### config.mk
export PLATFORM = sky130hd
export DESIGN_NAME = gpio_mux_port
export DESIGN_NICKNAME = d
export VERILOG_FILES = /design/src/rtl/gpio_mux_pkg.sv /design/src/rtl/gpio_regs.sv /design/src/rtl/gpio_pin_decode.sv /design/src/rtl/gpio_in_sync.sv /design/src/rtl/gpio_mux_port.sv
export SDC_FILE = /design/constraint.sdc
export NUM_CORES = 1
export LEC_CHECK = 0
export BUFFER_PORTS_ARGS = -buffer_cell sky130_fd_sc_hd__buf_2
export CAP_MARGIN = 25
export CORE_MARGIN = 2
export CORE_UTILIZATION = 53
export DETAILED_ROUTE_END_ITERATION = 7
export PLACE_DENSITY_LB_ADDON = 0.25
export SYNTH_ARGS = -nofsm -noshare
export SYNTH_HDL_FRONTEND = slang
export SYNTH_HIERARCHICAL = 1
export SYNTH_SLANG_ARGS = --single-unit
### constraint.sdc
create_clock -name clk -period 1.72 [get_ports clk]
set_clock_uncertainty 0.1 [all_clocks]
set_input_delay 0.172 -clock clk [delete_from_list [all_inputs] [get_ports clk]]
set_output_delay 0.172 -clock clk [all_outputs]
set_load 0.05 [all_outputs]
### src/rtl/gpio_mux_pkg.sv
package gpio_mux_pkg;

  localparam int ADDR_W = 2;

  typedef enum logic [ADDR_W-1:0] {
    REG_LATCH = 2'd0,
    REG_DIR   = 2'd1,
    REG_KIND  = 2'd2,
    REG_SPARE = 2'd3
  } reg_sel_e;

  typedef enum logic [1:0] {
    USE_DIG_IN = 2'd0,
    USE_OUT    = 2'd1,
    USE_ANA    = 2'd2
  } pin_use_e;

  // Direction dominates; kind only matters for non-driven pins.
  function automatic pin_use_e decode_use(input logic dir_bit, input logic kind_bit);
    if (dir_bit)       return USE_OUT;
    else if (kind_bit) return USE_DIG_IN;
    else               return USE_ANA;
  endfunction

endpackage

### src/rtl/gpio_regs.sv
module gpio_regs
  import gpio_mux_pkg::*;
#(
  parameter int W = 8
) (
  input  logic              clk,
  input  logic              rst_n,
  input  logic              we,
  input  logic [ADDR_W-1:0] addr,
  input  logic [W-1:0]      wdata,
  output logic [W-1:0]      dir_q,
  output logic [W-1:0]      kind_q,
  output logic [W-1:0]      latch_q
);

  always_ff @(posedge clk) begin
    if (!rst_n) begin
      dir_q   <= '0;
      kind_q  <= '1;
      latch_q <= '0;
    end else if (we) begin
      unique case (reg_sel_e'(addr))
        REG_LATCH: latch_q <= wdata;
        REG_DIR:   dir_q   <= wdata;
        REG_KIND:  kind_q  <= wdata;
        default:   ;
      endcase
    end
  end

endmodule

### src/rtl/gpio_pin_decode.sv
module gpio_pin_decode
  import gpio_mux_pkg::*;
#(
  parameter int W = 8
) (
  input  logic [W-1:0] dir_q,
  input  logic [W-1:0] kind_q,
  input  logic         stop_wake,
  output logic [W-1:0] oe,
  output logic [W-1:0] ana,
  output logic [W-1:0] dig_in,
  output logic [W-1:0] wen
);

  for (genvar b = 0; b < W; b++) begin : g_pin
    pin_use_e use_b;
    always_comb begin
      use_b     = decode_use(dir_q[b], kind_q[b]);
      oe[b]     = (use_b == USE_OUT);
      ana[b]    = (use_b == USE_ANA);
      dig_in[b] = (use_b == USE_DIG_IN);
      wen[b]    = (use_b != USE_OUT) && stop_wake;
    end
  end

endmodule

### src/rtl/gpio_in_sync.sv
module gpio_in_sync #(
  parameter int W      = 8,
  parameter int STAGES = 2
) (
  input  logic         clk,
  input  logic         rst_n,
  input  logic [W-1:0] d,
  output logic [W-1:0] q
);

  logic [W-1:0] chain [STAGES];

  for (genvar s = 0; s < STAGES; s++) begin : g_stage
    always_ff @(posedge clk) begin
      if (!rst_n)       chain[s] <= '0;
      else if (s == 0)  chain[s] <= d;
      else              chain[s] <= chain[(s > 0) ? s-1 : 0];
    end
  end

  assign q = chain[STAGES-1];

endmodule

### src/rtl/gpio_mux_port.sv
module gpio_mux_port
  import gpio_mux_pkg::*;
#(
  parameter int W          = 8,
  parameter int SYNC_DEPTH = 2
) (
  input  logic              clk,
  input  logic              rst_n,
  input  logic              bus_we,
  input  logic [ADDR_W-1:0] bus_addr,
  input  logic [W-1:0]      bus_wdata,
  output logic [W-1:0]      bus_rdata,
  input  logic              stop_wake_en,
  input  logic [W-1:0]      pad_in,
  output logic [W-1:0]      pad_oe,
  output logic [W-1:0]      pad_out,
  output logic [W-1:0]      ana_sel,
  output logic [W-1:0]      wake_en,
  output logic [W-1:0]      wake_lvl
);

  logic [W-1:0] dir_q, kind_q, latch_q;
  logic [W-1:0] oe_w, ana_w, dig_w, wen_w;
  logic [W-1:0] pad_gated, pad_sync, data_view;

  gpio_regs #(.W(W)) u_regs (
    .clk     (clk),
    .rst_n   (rst_n),
    .we      (bus_we),
    .addr    (bus_addr),
    .wdata   (bus_wdata),
    .dir_q   (dir_q),
    .kind_q  (kind_q),
    .latch_q (latch_q)
  );

  gpio_pin_decode #(.W(W)) u_dec (
    .dir_q     (dir_q),
    .kind_q    (kind_q),
    .stop_wake (stop_wake_en),
    .oe        (oe_w),
    .ana       (ana_w),
    .dig_in    (dig_w),
    .wen       (wen_w)
  );

  // The digital input buffer is shut off on analog pins.
  assign pad_gated = pad_in & ~ana_w;

  gpio_in_sync #(.W(W), .STAGES(SYNC_DEPTH)) u_sync (
    .clk   (clk),
    .rst_n (rst_n),
    .d     (pad_gated),
    .q     (pad_sync)
  );

  for (genvar b = 0; b < W; b++) begin : g_view
    always_comb begin
      if (oe_w[b])       data_view[b] = latch_q[b];
      else if (dig_w[b]) data_view[b] = pad_sync[b];
      else               data_view[b] = 1'b0;
    end
  end

  always_comb begin
    unique case (reg_sel_e'(bus_addr))
      REG_LATCH: bus_rdata = data_view;
      REG_DIR:   bus_rdata = dir_q;
      REG_KIND:  bus_rdata = kind_q;
      default:   bus_rdata = '0;
    endcase
  end

  assign pad_oe   = oe_w;
  assign pad_out  = latch_q & oe_w;
  assign ana_sel  = ana_w;
  assign wake_en  = wen_w;
  assign wake_lvl = pad_sync & dig_w & wen_w;

endmodule

Word-level counts from Yosys, hierarchy flattened:

Memory sizes are Yosys's and may differ from the RTL's.
Index checks and enable logic that the tools add are counted.

* input bits: 22
* logic and storage cells: 94
* bits in writable memories: 16
* register bits: 24
* output and inout port bits: 48
* memories: 1

Memories
* u_sync.chain: words 2, bits a word 8, read ports 2, clocked after Yosys merged registers in 0, wr ports 2, RTL line gpio_in_sync.sv:11 `logic [W-1:0] chain [STAGES];`

* equality and inequality tests: 26
* reductions and logical operators: 20
* bitwise gates (word level): 7
* mux-type cells: 37

Operator list (number)
* $and A8 B8 Y8: 4
* $mux W2: 16
* $pmux W8 S3: 1
* $eq A2 B1 Y1 const B: 9
* $eq A2 B2 Y1 const B: 9
* $logic_not A2 Y1: 9
* $mux W1: 18
* $mux W8: 2
* $ne A2 B1 Y1 const B: 8
* $logic_and A1 B1 Y1: 8
* $not A8 Y8: 1
* $reduce_and A2 Y1: 3
* $or A1 B1 Y1: 2

Longest topological paths before layout:

* depth after elaboration: 6
* mapped depth: 4
* gate-level depth less buffers: 3

By module:

The synthesis kept the hierarchy.

Modules (own cells, without submodules)
* gpio_regs: instances 1, sequential area each 480.5 µm², area an instance 987.2 µm², cells each 100
* gpio_in_sync: instances 1, sequential area each 320.3 µm², area an instance 446.7 µm², cells each 33
* gpio_mux_port: instances 1, sequential area each 0.0 µm², area an instance 442.9 µm², cells each 74
* gpio_pin_decode: instances 1, sequential area each 0.0 µm², area an instance 160.2 µm², cells each 32

Worst setup path after synthesis:

OpenSTA, ideal clock, no wires.

* path kind: flip-flop to output port
* start: reg u_regs.dir_q[0]
* end: out bus_rdata[0]
* data required time: 1.448 ns
* path buffers: 1
* data arrival time: 1.930 ns
* slack: -0.482 ns
* cell stages (with the launch flop): 4
* path through: dfxtp_1 -> clkbuf_1 -> nand2_1 -> a31oi_1

* elaborated cells between the ends (all ways): 6
* classes of those cells: 1 x eq/ne; 4 x mux; 1 x reduce/logical

RTL lines
* from (decl): RTL line gpio_regs.sv:11 `output logic [W-1:0] dir_q,`
* from (signal assigned): RTL line gpio_regs.sv:24 `REG_DIR: dir_q <= wdata;`
* $mux W2: RTL line gpio_mux_pkg.sv:20 `if (dir_bit) return USE_OUT;`
* $eq A2 B1 Y1: RTL line gpio_pin_decode.sv:19 `oe[b] = (use_b == USE_OUT);`
* via pad_oe[0]: RTL line gpio_mux_port.sv:15 `output logic [W-1:0] pad_oe,`
* $mux W1: RTL line gpio_mux_port.sv:59 `if (oe_w[b]) data_view[b] = latch_q[b];`
* $pmux W8 S3: RTL line gpio_mux_port.sv:66 `unique case (reg_sel_e'(bus_addr))`
* to (decl): RTL line gpio_mux_port.sv:12 `output logic [W-1:0] bus_rdata,`

The timed path passes the listed nets, and every way through them passes these cells.

Worst setup path after layout:

* start: reg u_regs.kind_q[4]
* end: out bus_rdata[4]

* word-level cells in the longest chain between the ends: 6
* elaborated cells between the ends (all ways): 7
* classes of those cells: 1 x eq/ne; 5 x mux; 1 x reduce/logical

Ends and longest elaborated chain
* from (decl): RTL line gpio_regs.sv:12 `output logic [W-1:0] kind_q,`
* from (signal assigned): RTL line gpio_regs.sv:25 `REG_KIND: kind_q <= wdata;`
* $mux W2: RTL line gpio_mux_pkg.sv:21 `else if (kind_bit) return USE_DIG_IN;`
* $mux W2: RTL line gpio_mux_pkg.sv:20
* $logic_not A2 Y1: RTL line gpio_pin_decode.sv:21 `dig_in[b] = (use_b == USE_DIG_IN);`
* via dig_w[4]: RTL line gpio_mux_port.sv:23 `logic [W-1:0] oe_w, ana_w, dig_w, wen_w;`
* $mux W1: RTL line gpio_mux_port.sv:60 `else if (dig_w[b]) data_view[b] = pad_sync[b];`
* $mux W1: RTL line gpio_mux_port.sv:59
* $pmux W8 S3: RTL line gpio_mux_port.sv:66

The timed path passes the listed nets, and every way through them passes these cells.

==> results by group <==
Synthesis
  – Top cell type's share of synthesized area: 39.3%
  – Sequential share of the synthesized area: 39.3%
  – Yosys warning count: 6
  – Mean post-synth cell area: 8.52 µm²
  – Post-synth net total: 261
  – Area contributors post-synth: dfxtp_1 39%, mux2i_1 7.9%, nor2b_1 7.4%
  – Synth area leader: dfxtp_1
  – Post-synth EDFFs: 0
  – Most numerous cell in the Yosys netlist: dfxtp_1
  – Area of the mapped netlist: 0.00204 mm²
  – Synth top cells by count: 40 x dfxtp_1, 32 x nand2_1, 24 x nor2b_1
  – Async set-reset flop share out of synthesis: 0%
  – Post-synth cell types: 22
  – Cell count after synthesis: 239
  – Synth Register Bits: 40
  – Ys flop type: dfxtp_1

Pwr
  – Clock network power share: 35.2%
  – PD cells: 863 mW/mm²
  – Internal power: 1660 µW
  – Reg power frac: 42.9%
  – Net Sw Frac: 28.8%
  – VDD IR-drop max: 0.702 mV
  – Static leakage: 0.00138 µW
  – Comb power frac: 21.9%
  – Switch Pwr: 670 µW
  – Total power: 2330 µW

Detailed routing
  – DRC: 0
  – DR vias: 1,792
  – Final wirelength: 4.56 mm
  – Pre-antenna DRT Iters: 4
  – DR vias/cell: 5.09
  – 1st-iter DRT viols: 87
  – DRT antenna net count: 0
  – WL per Instance: 13.0 µm

CTS
  – Total CTS buffers: 5
  – Clock sinks: 40
  – Post-CTS setup buffers: 0
  – Reg clk slew, reported paths: 0.08 ns
  – H-Tree Depth: 2
  – Max Buffers Root-to-Sink: 2
  – Root buf cell: clkbuf_8
  – CTS tree: yes
  – Clock latency on the worst-skew pair: 0.29 ns
  – Post-CTS Hold Fix Bufs: 0

Placement
  – Dpl hpwl: 3.15 mm
  – IO Port Bufs: 69
  – Dpl ws: 0.0216 ns
  – GP Congestion: 0.724
  – Placement Cell Area: 0.00252 mm²

Floorplan
  – Core area: 0.00369 mm²
  – Cell Rows: 22
  – Io pins: 70
  – Die Width: 66.0 µm
  – Vert. Die Dim: 66.0 µm
  – Die ar.: 0.00436 mm²
  – Initial Util: 55.2%

STA
  – Period utilisation layout: 96.0%
  – Pins Over Slew Limit: 0
  – Final setup viols: 0
  – Setup TNS: 0 ns
  – Fmax achieved: 606 MHz
  – Slew @ Worst Pin: 0.520 ns
  – PnR worst setup slack: 0.0696 ns
  – Hold_ws: 0.0632 ns
  – Fin crit period: 1.65 ns
  – Final hold vios: 0
  – Slew headroom: 65.3%

Worst setup path
  – Critical Path Fanout Max: 4
  – Critical Path RT: 1.45 ns
  – WS Path Type: reg -> out
  – Crit path buf inv count: 1
  – Max stage delay on crit path: 0.38 ns
  – Worst setup EP type: output port
  – CP top delay family: flip-flops
  – Worst Path Arrival: 1.38 ns
  – Critical Path Slowest Stage Cell: dfxtp_1
  – Element type at the critical path start: register
  – Crit-path cells: nor2b_1, nand3b_1, a31oi_4, buf_4

Global route
  – GRT overflow: 0
  – Initial antenna violation count: 0
  – First-pass GRT wire length: 7.09 mm
  – Vias in the first global route: 1,639
  – Largest net degree at the start of global routing: 31
  – All-Layer GR Usage: 21.5%

Status
  – Outcome: complete, no violations

Min path
  – Hold WC Path Type: in -> reg

Flow run
  – Maxcap violations: 0

Cells and area
  – Final instance area: 0.00270 mm²
  – Area delta synth->final: 32.3%
  – Fraction of layout cells with a size suffix above 1: 38.8%
  – Final nets: 325
  – Antenna cells: 0
worst register-to-register path, delay by kind of cell, from the launching register on:
family / cells / cell delay [ns]
and+or+nand+nor: 3 / 0.39
DFF: 1 / 0.38
final cells by class:
| class | instances | area, µm² |
|---|---|---|
| multi-input combinational | 165 | 1210 |
| fill | 305 | 993 |
| sequential | 40 | 803 |
| timing repair buffer | 75 | 438 |
| clock buffer | 7 | 96.3 |
| inverter | 16 | 60.1 |
| tap | 48 | 60.1 |
| clock inverter | 1 | 30.0 |
path summary, 6_finish.rpt:
path | from | depth (start not counted) | endpoint | slack (ns)
setup / recovery | u_regs/kind_q[4] | 4 | bus_rdata[4] | 0.07
hold / removal | bus_wdata[3] | 3 | u_regs/dir_q[3] | 0.06
setup reg to reg | u_regs/dir_q[1] | 3 | u_sync/chain[0][1] | 0.75
hold reg to reg | u_sync/chain[0][4] | 1 | u_sync/chain[1][4] | 0.34
power by group through the flow:
stage	Combinational (µW)	Sequential (µW)	Clock, µW
global placement	485	1020	0
global route	544	1000	867
CTS	495	997	836
detailed placement	492	1020	0
finish	510	999	818
floorplan	388	1010	0
flip-flops by register name (all words and copies together), names as in the netlist:
name / cells
u_regs/latch_q: 8
u_sync/chain: 16
u_regs/dir_q: 8
u_regs/kind_q: 8
layout by cell type (no fill, tap or decap), drive strengths merged:
cell,instances
a31oi,8
and2,16
and3,8
and3b,1
buf,73
bufinv,1
clkbuf,9
dfxtp,40
inv,16
mux2i,16
nand2,33
nand3,8
nand3b,9
nand4b,8
nor2,9
nor2b,24
nor3b,1
o211ai,8
or2b,16
per-layer routing:
layer  track usage, %  up-vias  routed length (µm)  part of all wire, %
met1             26.2      821                1970                   43
li1                 -      908                   -                    -
met2             38.0       58                2290                   50
met5                0        -                   0                    0
met4             7.40        0                  44                 0.96
met3             3.58        5                 260                  5.7
logic make-up (layout without fill, tap and decap cells):
family,after synthesis,count (layout),synth area share (%)
AO/OA/AOI/OAI,16,16,5.41
buffers and inverters,34,99,8.23
flip-flops,40,40,39.3
multiplexers,16,16,7.86
AND/OR/NAND/NOR,133,133,39.2
repair_timing:
action	in CTS	in global routing
pin swaps	0	0
endpoints found under the setup margin	2	8
resized for setup	2	19
metrics by stage:
stage          instances  util [%]
2_1_floorplan        239         -
3_3_place_gp         344      68.4
3_5_place_dp         344      68.4
4_1_cts              352      71.9
5_1_grt              352      73.1
6_report             352      73.1
Power figures use the tool's default switching activity.
